File: config.mk
export PLATFORM = sky130hd
export DESIGN_NAME = rdw_dpram
export DESIGN_NICKNAME = d
export VERILOG_FILES = /design/src/rtl/rdw_pkg.sv /design/src/rtl/rdw_store.sv /design/src/rtl/rdw_collide.sv /design/src/rtl/rdw_outstage.sv /design/src/rtl/rdw_dpram.sv
export SDC_FILE = /design/constraint.sdc
export NUM_CORES = 1
export LEC_CHECK = 0
export ABC_AREA = 1
export BUFFER_PORTS_ARGS = -buffer_cell sky130_fd_sc_hd__clkbuf_2
export CAP_MARGIN = 15
export CORE_UTILIZATION = 36
export CTS_BUF_LIST = sky130_fd_sc_hd__clkbuf_8 sky130_fd_sc_hd__clkbuf_16
export CTS_CLUSTER_SIZE = 28
export DETAILED_ROUTE_END_ITERATION = 8
export PLACE_DENSITY = 0.6
export SKIP_LAST_GASP = 1
export SYNTH_ARGS = -nofsm -noshare
export SYNTH_HDL_FRONTEND = slang
export SYNTH_SLANG_ARGS = --single-unit
File: constraint.sdc
create_clock -name clk -period 2.3 [get_ports clk]
set_clock_uncertainty 0.2 [all_clocks]
set_input_delay 0.115 -clock clk [delete_from_list [all_inputs] [get_ports clk]]
set_output_delay 0.115 -clock clk [all_outputs]
set_load 0.05 [all_outputs]
File: src/rtl/rdw_pkg.sv
package rdw_pkg;
  typedef enum logic [1:0] {
    RDW_NEW            = 2'd0,
    RDW_OLD            = 2'd1,
    RDW_DONT_CARE      = 2'd2,
    RDW_CONSTRAINED_DC = 2'd3
  } rdw_mode_e;
endpackage

File: src/rtl/rdw_store.sv
module rdw_store #(
  parameter int DATA_W = 16,
  parameter int ADDR_W = 5
) (
  input  logic              clk,
  input  logic              rst,
  input  logic              wr_en,
  input  logic [ADDR_W-1:0] wr_addr,
  input  logic [DATA_W-1:0] wr_data,
  input  logic              rd_en,
  input  logic [ADDR_W-1:0] rd_addr,
  output logic [DATA_W-1:0] raw_q
);
  localparam int DEPTH = 1 << ADDR_W;

  logic [DATA_W-1:0] mem [DEPTH];

  always_ff @(posedge clk) begin
    if (wr_en) mem[wr_addr] <= wr_data;
  end

  // read register next to the array: returns the pre-write word on collision
  always_ff @(posedge clk) begin
    if (rst)        raw_q <= '0;
    else if (rd_en) raw_q <= mem[rd_addr];
  end


  raw_hold_chk: assert property (@(posedge clk) disable iff (rst)
    (!rd_en && !$past(rst)) |=> $stable(raw_q));
endmodule

File: src/rtl/rdw_collide.sv
module rdw_collide #(
  parameter int                DATA_W   = 16,
  parameter int                ADDR_W   = 5,
  parameter rdw_pkg::rdw_mode_e RDW_MODE = rdw_pkg::RDW_OLD
) (
  input  logic              clk,
  input  logic              rst,
  input  logic              wr_en,
  input  logic [ADDR_W-1:0] wr_addr,
  input  logic [DATA_W-1:0] wr_data,
  input  logic              rd_en,
  input  logic [ADDR_W-1:0] rd_addr,
  input  logic [DATA_W-1:0] raw_q,
  output logic [DATA_W-1:0] sel_data,
  output logic              sel_vld
);
  logic              hit;
  logic              hit_q;
  logic [DATA_W-1:0] wd_q;

  assign hit = wr_en && rd_en && (wr_addr == rd_addr);

  // collision flag and bypass word follow the read register: held when idle
  always_ff @(posedge clk) begin
    if (rst) begin
      hit_q   <= 1'b0;
      wd_q    <= '0;
      sel_vld <= 1'b0;
    end else begin
      sel_vld <= rd_en;
      if (rd_en) begin
        hit_q <= hit;
        wd_q  <= wr_data;
      end
    end
  end

  generate
    if (RDW_MODE == rdw_pkg::RDW_NEW) begin : g_new
      assign sel_data = hit_q ? wd_q : raw_q;

      new_fwd_chk: assert property (@(posedge clk) disable iff (rst)
        hit |=> sel_data == $past(wr_data));
    end else if (RDW_MODE == rdw_pkg::RDW_OLD) begin : g_old
      assign sel_data = raw_q;
    end else begin : g_undef
      assign sel_data = hit_q ? {DATA_W{1'bx}} : raw_q;
    end
  endgenerate


  no_false_hit_chk: assert property (@(posedge clk) disable iff (rst)
    (rd_en && !(wr_en && wr_addr == rd_addr)) |=> sel_data == raw_q);
endmodule

File: src/rtl/rdw_outstage.sv
module rdw_outstage #(
  parameter int DATA_W  = 16,
  parameter bit OUT_REG = 1'b1
) (
  input  logic              clk,
  input  logic              rst,
  input  logic [DATA_W-1:0] in_data,
  input  logic              in_vld,
  output logic [DATA_W-1:0] rd_data
);
  generate
    if (OUT_REG) begin : g_reg
      logic [DATA_W-1:0] out_q;
      always_ff @(posedge clk) begin
        if (rst)         out_q <= '0;
        else if (in_vld) out_q <= in_data;
      end
      assign rd_data = out_q;


      out_hold_chk: assert property (@(posedge clk) disable iff (rst)
        (!in_vld && !$past(rst)) |=> $stable(rd_data));
    end else begin : g_comb
      assign rd_data = in_data;
    end
  endgenerate
endmodule

File: src/rtl/rdw_dpram.sv
module rdw_dpram #(
  parameter int                 DATA_W   = 16,
  parameter int                 ADDR_W   = 5,
  parameter bit                 OUT_REG  = 1'b1,
  parameter rdw_pkg::rdw_mode_e RDW_MODE = rdw_pkg::RDW_OLD
) (
  input  logic              clk,
  input  logic              rst,
  input  logic              wr_en,
  input  logic [ADDR_W-1:0] wr_addr,
  input  logic [DATA_W-1:0] wr_data,
  input  logic              rd_en,
  input  logic [ADDR_W-1:0] rd_addr,
  output logic [DATA_W-1:0] rd_data
);
  // forwarding needs the output register to absorb the bypass mux
  generate
    if (RDW_MODE == rdw_pkg::RDW_NEW && !OUT_REG) begin : g_illegal
      $error("rdw_dpram: NEW collision mode requires OUT_REG = 1");
    end
  endgenerate

  logic [DATA_W-1:0] raw_q;
  logic [DATA_W-1:0] sel_data;
  logic              sel_vld;

  rdw_store #(.DATA_W(DATA_W), .ADDR_W(ADDR_W)) u_store (
    .clk(clk), .rst(rst),
    .wr_en(wr_en), .wr_addr(wr_addr), .wr_data(wr_data),
    .rd_en(rd_en), .rd_addr(rd_addr),
    .raw_q(raw_q)
  );

  rdw_collide #(.DATA_W(DATA_W), .ADDR_W(ADDR_W), .RDW_MODE(RDW_MODE)) u_coll (
    .clk(clk), .rst(rst),
    .wr_en(wr_en), .wr_addr(wr_addr), .wr_data(wr_data),
    .rd_en(rd_en), .rd_addr(rd_addr),
    .raw_q(raw_q),
    .sel_data(sel_data), .sel_vld(sel_vld)
  );

  rdw_outstage #(.DATA_W(DATA_W), .OUT_REG(OUT_REG)) u_out (
    .clk(clk), .rst(rst),
    .in_data(sel_data), .in_vld(sel_vld),
    .rd_data(rd_data)
  );


  rst_zero_chk: assert property (@(posedge clk)
    rst |=> rd_data == '0);
endmodule

==> out/metrics.cfg, run 1 <==
[routing]
dr.pass1.iters=5
vias=14400
met3_length_mm=5.43
vias_per_cell=5.21
avgRoutedWirePerCell_um=20.5
postRouteWirelength_mm=56.6
drc_errors=0
ant_nets=0
drt_iter0_markers=1416
routed-wl-met2_mm=25.8
dr.max_layer_used=met5
wl_met1_mm=24.1

[clocking]
cts_buffer_depth=3
clk_latency_ns=0.61
clk_pin_slew_ns=0.07
cts_tree=yes
cts-root-buf=clkbuf_16
numCtsBuffers=53
htreeDepth=2
cts_setup_buffers=0
clock_sinks=545

[pwr]
peakVddDrop_mv=0.576
p_per_area_mw_per_mm2=835
leakagePower_uw=0.00910

[timing]
finalCriticalPeriod_ns=1.90
setup_ws_ns=0.403
setup_viol=0
hold_viol_final=0
fmax_ghz=0.527
slew_headroom_pct=43.4
post-route-period-util_pct=82.5
slew_viol_final=0
max_slew.worst_pin.slew_ns=0.849
grt_setup_unrepaired=false
setup_tns_ns=0

[run_status]
status=complete, no violations

[placed_design]
port_buffers=45
pre_cts_ws_ns=0.112
place_hpwl_mm=31.6
gp_congestion=0.838

[synth]
synth_fp_nets=1901
syn_inst=1871
synth_seq_area_share_pct=73.1
avgSynthCellArea_um2=11.7
ys_ff_latch=545
syn_area_mm2=0.0219
yosys_warnings=0
synth.distinct_cells=18

[run]
cap_violations=0

[finish]
final_cell_mix=656 x nand2_1, 512 x edfxtp_1, 428 x nand3_1, 65 x nor2_1, 58 x buf_4
mostFrequentLayoutCell=nand2_1
multi_input_area_mm2=0.00512
syn_to_final_growth_pct=13.5
layout-drive-gt1-share_pct=10.3
fillers=5613
nNetsFinal=1963
seq_area_mm2=0.0160

[worst_setup_path]
arrival_ns=2.17
path_class=flop to flop
critPathLaunchType=flop
path_max_fanout=1
cp-startpoint=u_store.mem[21][0]
rr_startpoint=u_store.mem[21][0]
crit_path_end_kind=flop
critPathRequiredTime_ns=2.58

[die]
die_h_um=249
die_w_um=249
fp.dieArea_mm2=0.0619
rows=90
core_mm2=0.0602
io_pins=46
start_util_pct=36.4

[grt]
track_usage_pct=18.3
grt_max_degree=87
gr-total-overflow=0
grt_pass1_wl_mm=85.7
grt_pass1_vias=14000
antenna_found_initial=5

[min_path]
hold_start=wr_addr[2]
hp-class=input port to flop

==> timing repair <==
item	4_1_cts	5_1_grt
endpoints found under the hold margin	34	0
hold buffers	5	0
gates resized for setup	0	0
==> logic make-up after synthesis <==
| family | after synthesis | share of synthesized area (%) |
|---|---|---|
| simple gates | 1149 | 22.1 |
| compound gates | 48 | 1.23 |
| flops | 545 | 73.1 |
| buf+inv | 129 | 3.53 |
==> Yosys cell counts <==
library cell	number	area (µm²)
a21oi_2	8	70.1
nand3_1	428	2140
buf_2	34	170
buf_1	14	52.6
dfxtp_1	33	661
inv_2	1	3.75
buf_12	1	20.0
edfxtp_1	512	15400
o21ai_0	32	160
buf_8	1	15.0
clkinv_4	1	8.76
inv_1	11	41.3
buf_6	16	180
a21oi_1	8	40.0
nand2_1	656	2460
clkbuf_1	25	93.8
nor2_1	65	244
buf_4	25	188
==> registers in the layout, indices dropped and copies added (netlist names) <==
| signal | flops |
|---|---|
| u_store.raw_q | 16 |
| u_store.mem | 512 |
| u_coll.sel_vld | 1 |
| u_out.rd_data | 16 |
==> critical path, stage by stage, from the launching register on <==
cell and delay (ns):
edfxtp_1 0.37, nand2_1 0.08, nand3_1 0.08, nand3_1 0.10, nand2_1 0.09, nand2_1 0.09, nand3_1 0.07, dlygate4sd3_1 0.56
nand2_1 0.08, a21oi_2 0.06
==> where the power goes <==
group	leakage (µW)	switching [µW]	total, µW	internal, µW
Clock	0.000853	3650	8300	4650
Combinational	0.00336	1040	1410	376
Sequential	0.00489	58.2	11100	11000
==> routing by layer <==
metal / vias to the layer above / global-route usage [%]
met4: 4 / 5.75
met5: - / 0
met2: 576 / 28.3
li1: 6680 / -
met3: 96 / 4.16
met1: 7020 / 25.6
==> final timing paths <==
| kind | cells past startpoint | slack [ns] | end |
|---|---|---|---|
| worst max register to register | 9 | 0.40 | u_store.raw_q[0] |
| worst max-delay path | 9 | 0.40 | u_store.raw_q[0] |
| worst min register to register | 2 | 0.30 | u_out.rd_data[0] |
| worst min-delay path | 4 | 0.05 | u_store.mem[1][14] |
==> area by class of cell <==
type                       instances  share of cell area [%]
antenna                            2                  0.0201
timing repair buffer             123                    4.16
clock inverter                    42                    1.09
clock buffer                      56                    5.54
sequential                       545                    64.5
multi-input combinational       1197                    20.6
inverter                          13                   0.226
tap                              782                    3.93
==> stage by stage <==
stage / hold slack [ns] / util (%) / cells / area, µm² / total power (µW)
after floorplan: -0.0126 / - / 1871 / 21900 / 12100
after global placement: 0.108 / 38.5 / 2655 / 23200 / 12700
after detailed placement: 0.110 / 38.5 / 2655 / 23200 / 12700
after CTS: 0.000557 / 41.3 / 2758 / 24900 / 20900
after global routing: 0.0547 / 41.3 / 2758 / 24900 / 21400
final: 0.0519 / 41.3 / 2760 / 24900 / 20800
Note: power is estimated with default switching activity, not from simulation.
==> run 2, diff against run 1 <==
Settings changed: PLACE_DENSITY 0.6 to 0.61.
Clock period 2.3 ns to 1.57 ns, I/O delays scaled along.
==> out/metrics.cfg, run 2 (same netlist as run 1, synthesis figures left out) <==
[timing]
hold_ws_ns=0.00711
setup_ws_ns=0.0457
setup_viol=0
post-route-period-util_pct=97.1
hold_viol_final=0
slew_viol_final=0
max_slew.worst_pin.slew_ns=0.479
grt_setup_unrepaired=true
slew_headroom_pct=68.1
finalCriticalPeriod_ns=1.52
fmax_ghz=0.656

[routing]
ant_nets=0
routed-wl-met2_mm=26.6
met3_length_mm=5.33
drc_errors=0
vias=14600
avgRoutedWirePerCell_um=20.6
dr.pass1.iters=5
dr.max_layer_used=met4
postRouteWirelength_mm=58.5
vias_per_cell=5.16
wl_met1_mm=25.2
drt_iter0_markers=1770

[run_status]
status=complete, no violations

[finish]
final_cell_mix=655 x nand2_1, 512 x edfxtp_1, 417 x nand3_1, 68 x buf_4, 64 x buf_12
nNetsFinal=2039
largest_reg_flops=512
regMostFlops=u_store.mem
syn_to_final_growth_pct=19.8
stdcell_count=2836
layout-drive-gt1-share_pct=13.6
fillers=5467
mostFrequentLayoutCell=nand2_1

[min_path]
hp-class=input port to flop

[die]
die_h_um=249
io_pins=46
start_util_pct=36.4
fp.dieArea_mm2=0.0619
die_w_um=249
core_mm2=0.0602
rows=90

[placed_design]
gp_congestion=0.873
port_buffers=45
dp.cells=2713
pre_cts_ws_ns=-0.385
place_hpwl_mm=34.4

[worst_setup_path]
critPathRequiredTime_ns=1.86
arrival_ns=1.82
critPathLaunchType=flop
crit_chain=nand2_1 > nand3_1 > nand3_1 > nand2_1 > nand2_1 > nand3_2 > nand2_1 > a21oi_2
cpMaxStageDelayCell=edfxtp_1
crit_path_end_kind=flop
path_max_fanout=1
path_class=flop to flop
cp_common_cell=nand2_1
max_stage_delay_ns=0.36

[pwr]
p_per_area_mw_per_mm2=1200
total_power_uw=31500
peakVddDrop_mv=0.788
leakagePower_uw=0.00970

[clocking]
cts-root-buf=clkbuf_16
cts_tree=yes
cts_setup_buffers=0
clk_pin_slew_ns=0.06
numCtsBuffers=53
htreeDepth=2
clk_latency_ns=0.61
cts_buffer_depth=3
clock_sinks=545

[run]
cap_violations=0

[grt]
grt_pass1_vias=14200
gr-total-overflow=0
antenna_found_initial=2
grt_max_degree=54
track_usage_pct=18.9
grt_pass1_wl_mm=87.9

## run 2: changes by cell type in the layout (fill, tap and decap cells not counted), sizes merged
cell / delta
inv: -1
clkinvlp: -1
bufinv: +3
buf: +58
diode: -1
dlygate4sd3: +18
clkinv: -2
clkbuf: +2
## run 2: path summary, 6_finish.rpt
| path | slack (ns) | cells past startpoint | startpoint | endpoint |
|---|---|---|---|---|
| worst max-delay path | 0.05 | 8 | u_store.mem[3][13] | u_store.raw_q[13] |
| worst min-delay path | 0.007 | 4 | wr_addr[4] | u_store.mem[21][3] |
| worst max register to register | 0.05 | 8 | u_store.mem[3][13] | u_store.raw_q[13] |
| worst min register to register | 0.29 | 2 | u_store.raw_q[14] | u_out.rd_data[14] |
## run 2: stage by stage
stage          util [%]  cell area [µm²]  setup TNS, ns
6_report           43.6            26300              0
5_1_grt            43.6            26300         -0.290
4_1_cts            43.5            26200              0
3_5_place_dp       40.2            24200          -3.42
2_1_floorplan         -            21900         -39.93
3_3_place_gp       40.2            24200          -3.08
## run 2: critical path: cells and delay by family, from the launching register on
family | cells | cell delay (ns)
compound gates | 1 | 0.05
flops | 1 | 0.36
simple gates | 7 | 0.80
## run 2: where the power goes
part	internal, µW	switching, µW	leakage [µW]
logic	758	1600	0.00391
registers	16100	104	0.00489
clock network	7500	5430	0.000906
total	24400	7140	0.00970
## run 2: per-layer routing
| layer | vias up | track usage [%] |
|---|---|---|
| li1 | 6825 | - |
| met1 | 7138 | 26.7 |
| met2 | 589 | 29.1 |
| met3 | 73 | 4.28 |
| met4 | 0 | 5.50 |
| met5 | - | 0 |
## run 2: final cells by class
class	count	area (µm²)	area share (%)
Tap cell	782	978	3.72
Inverter	13	58.8	0.224
Clock inverter	41	338	1.29
Antenna cell	1	2.50	0.00952
Multi-Input combinational cell	1197	5180	19.7
Timing Repair Buffer	199	2250	8.57
Clock buffer	58	1430	5.44
Sequential cell	545	16000	61.0
## run 2: what timing repair did
item                                    in CTS  in global routing
hold buffers                                23                  0
endpoints found under the hold margin      726                  0
endpoints found under the setup margin       1                137
resized for setup                            1                 12
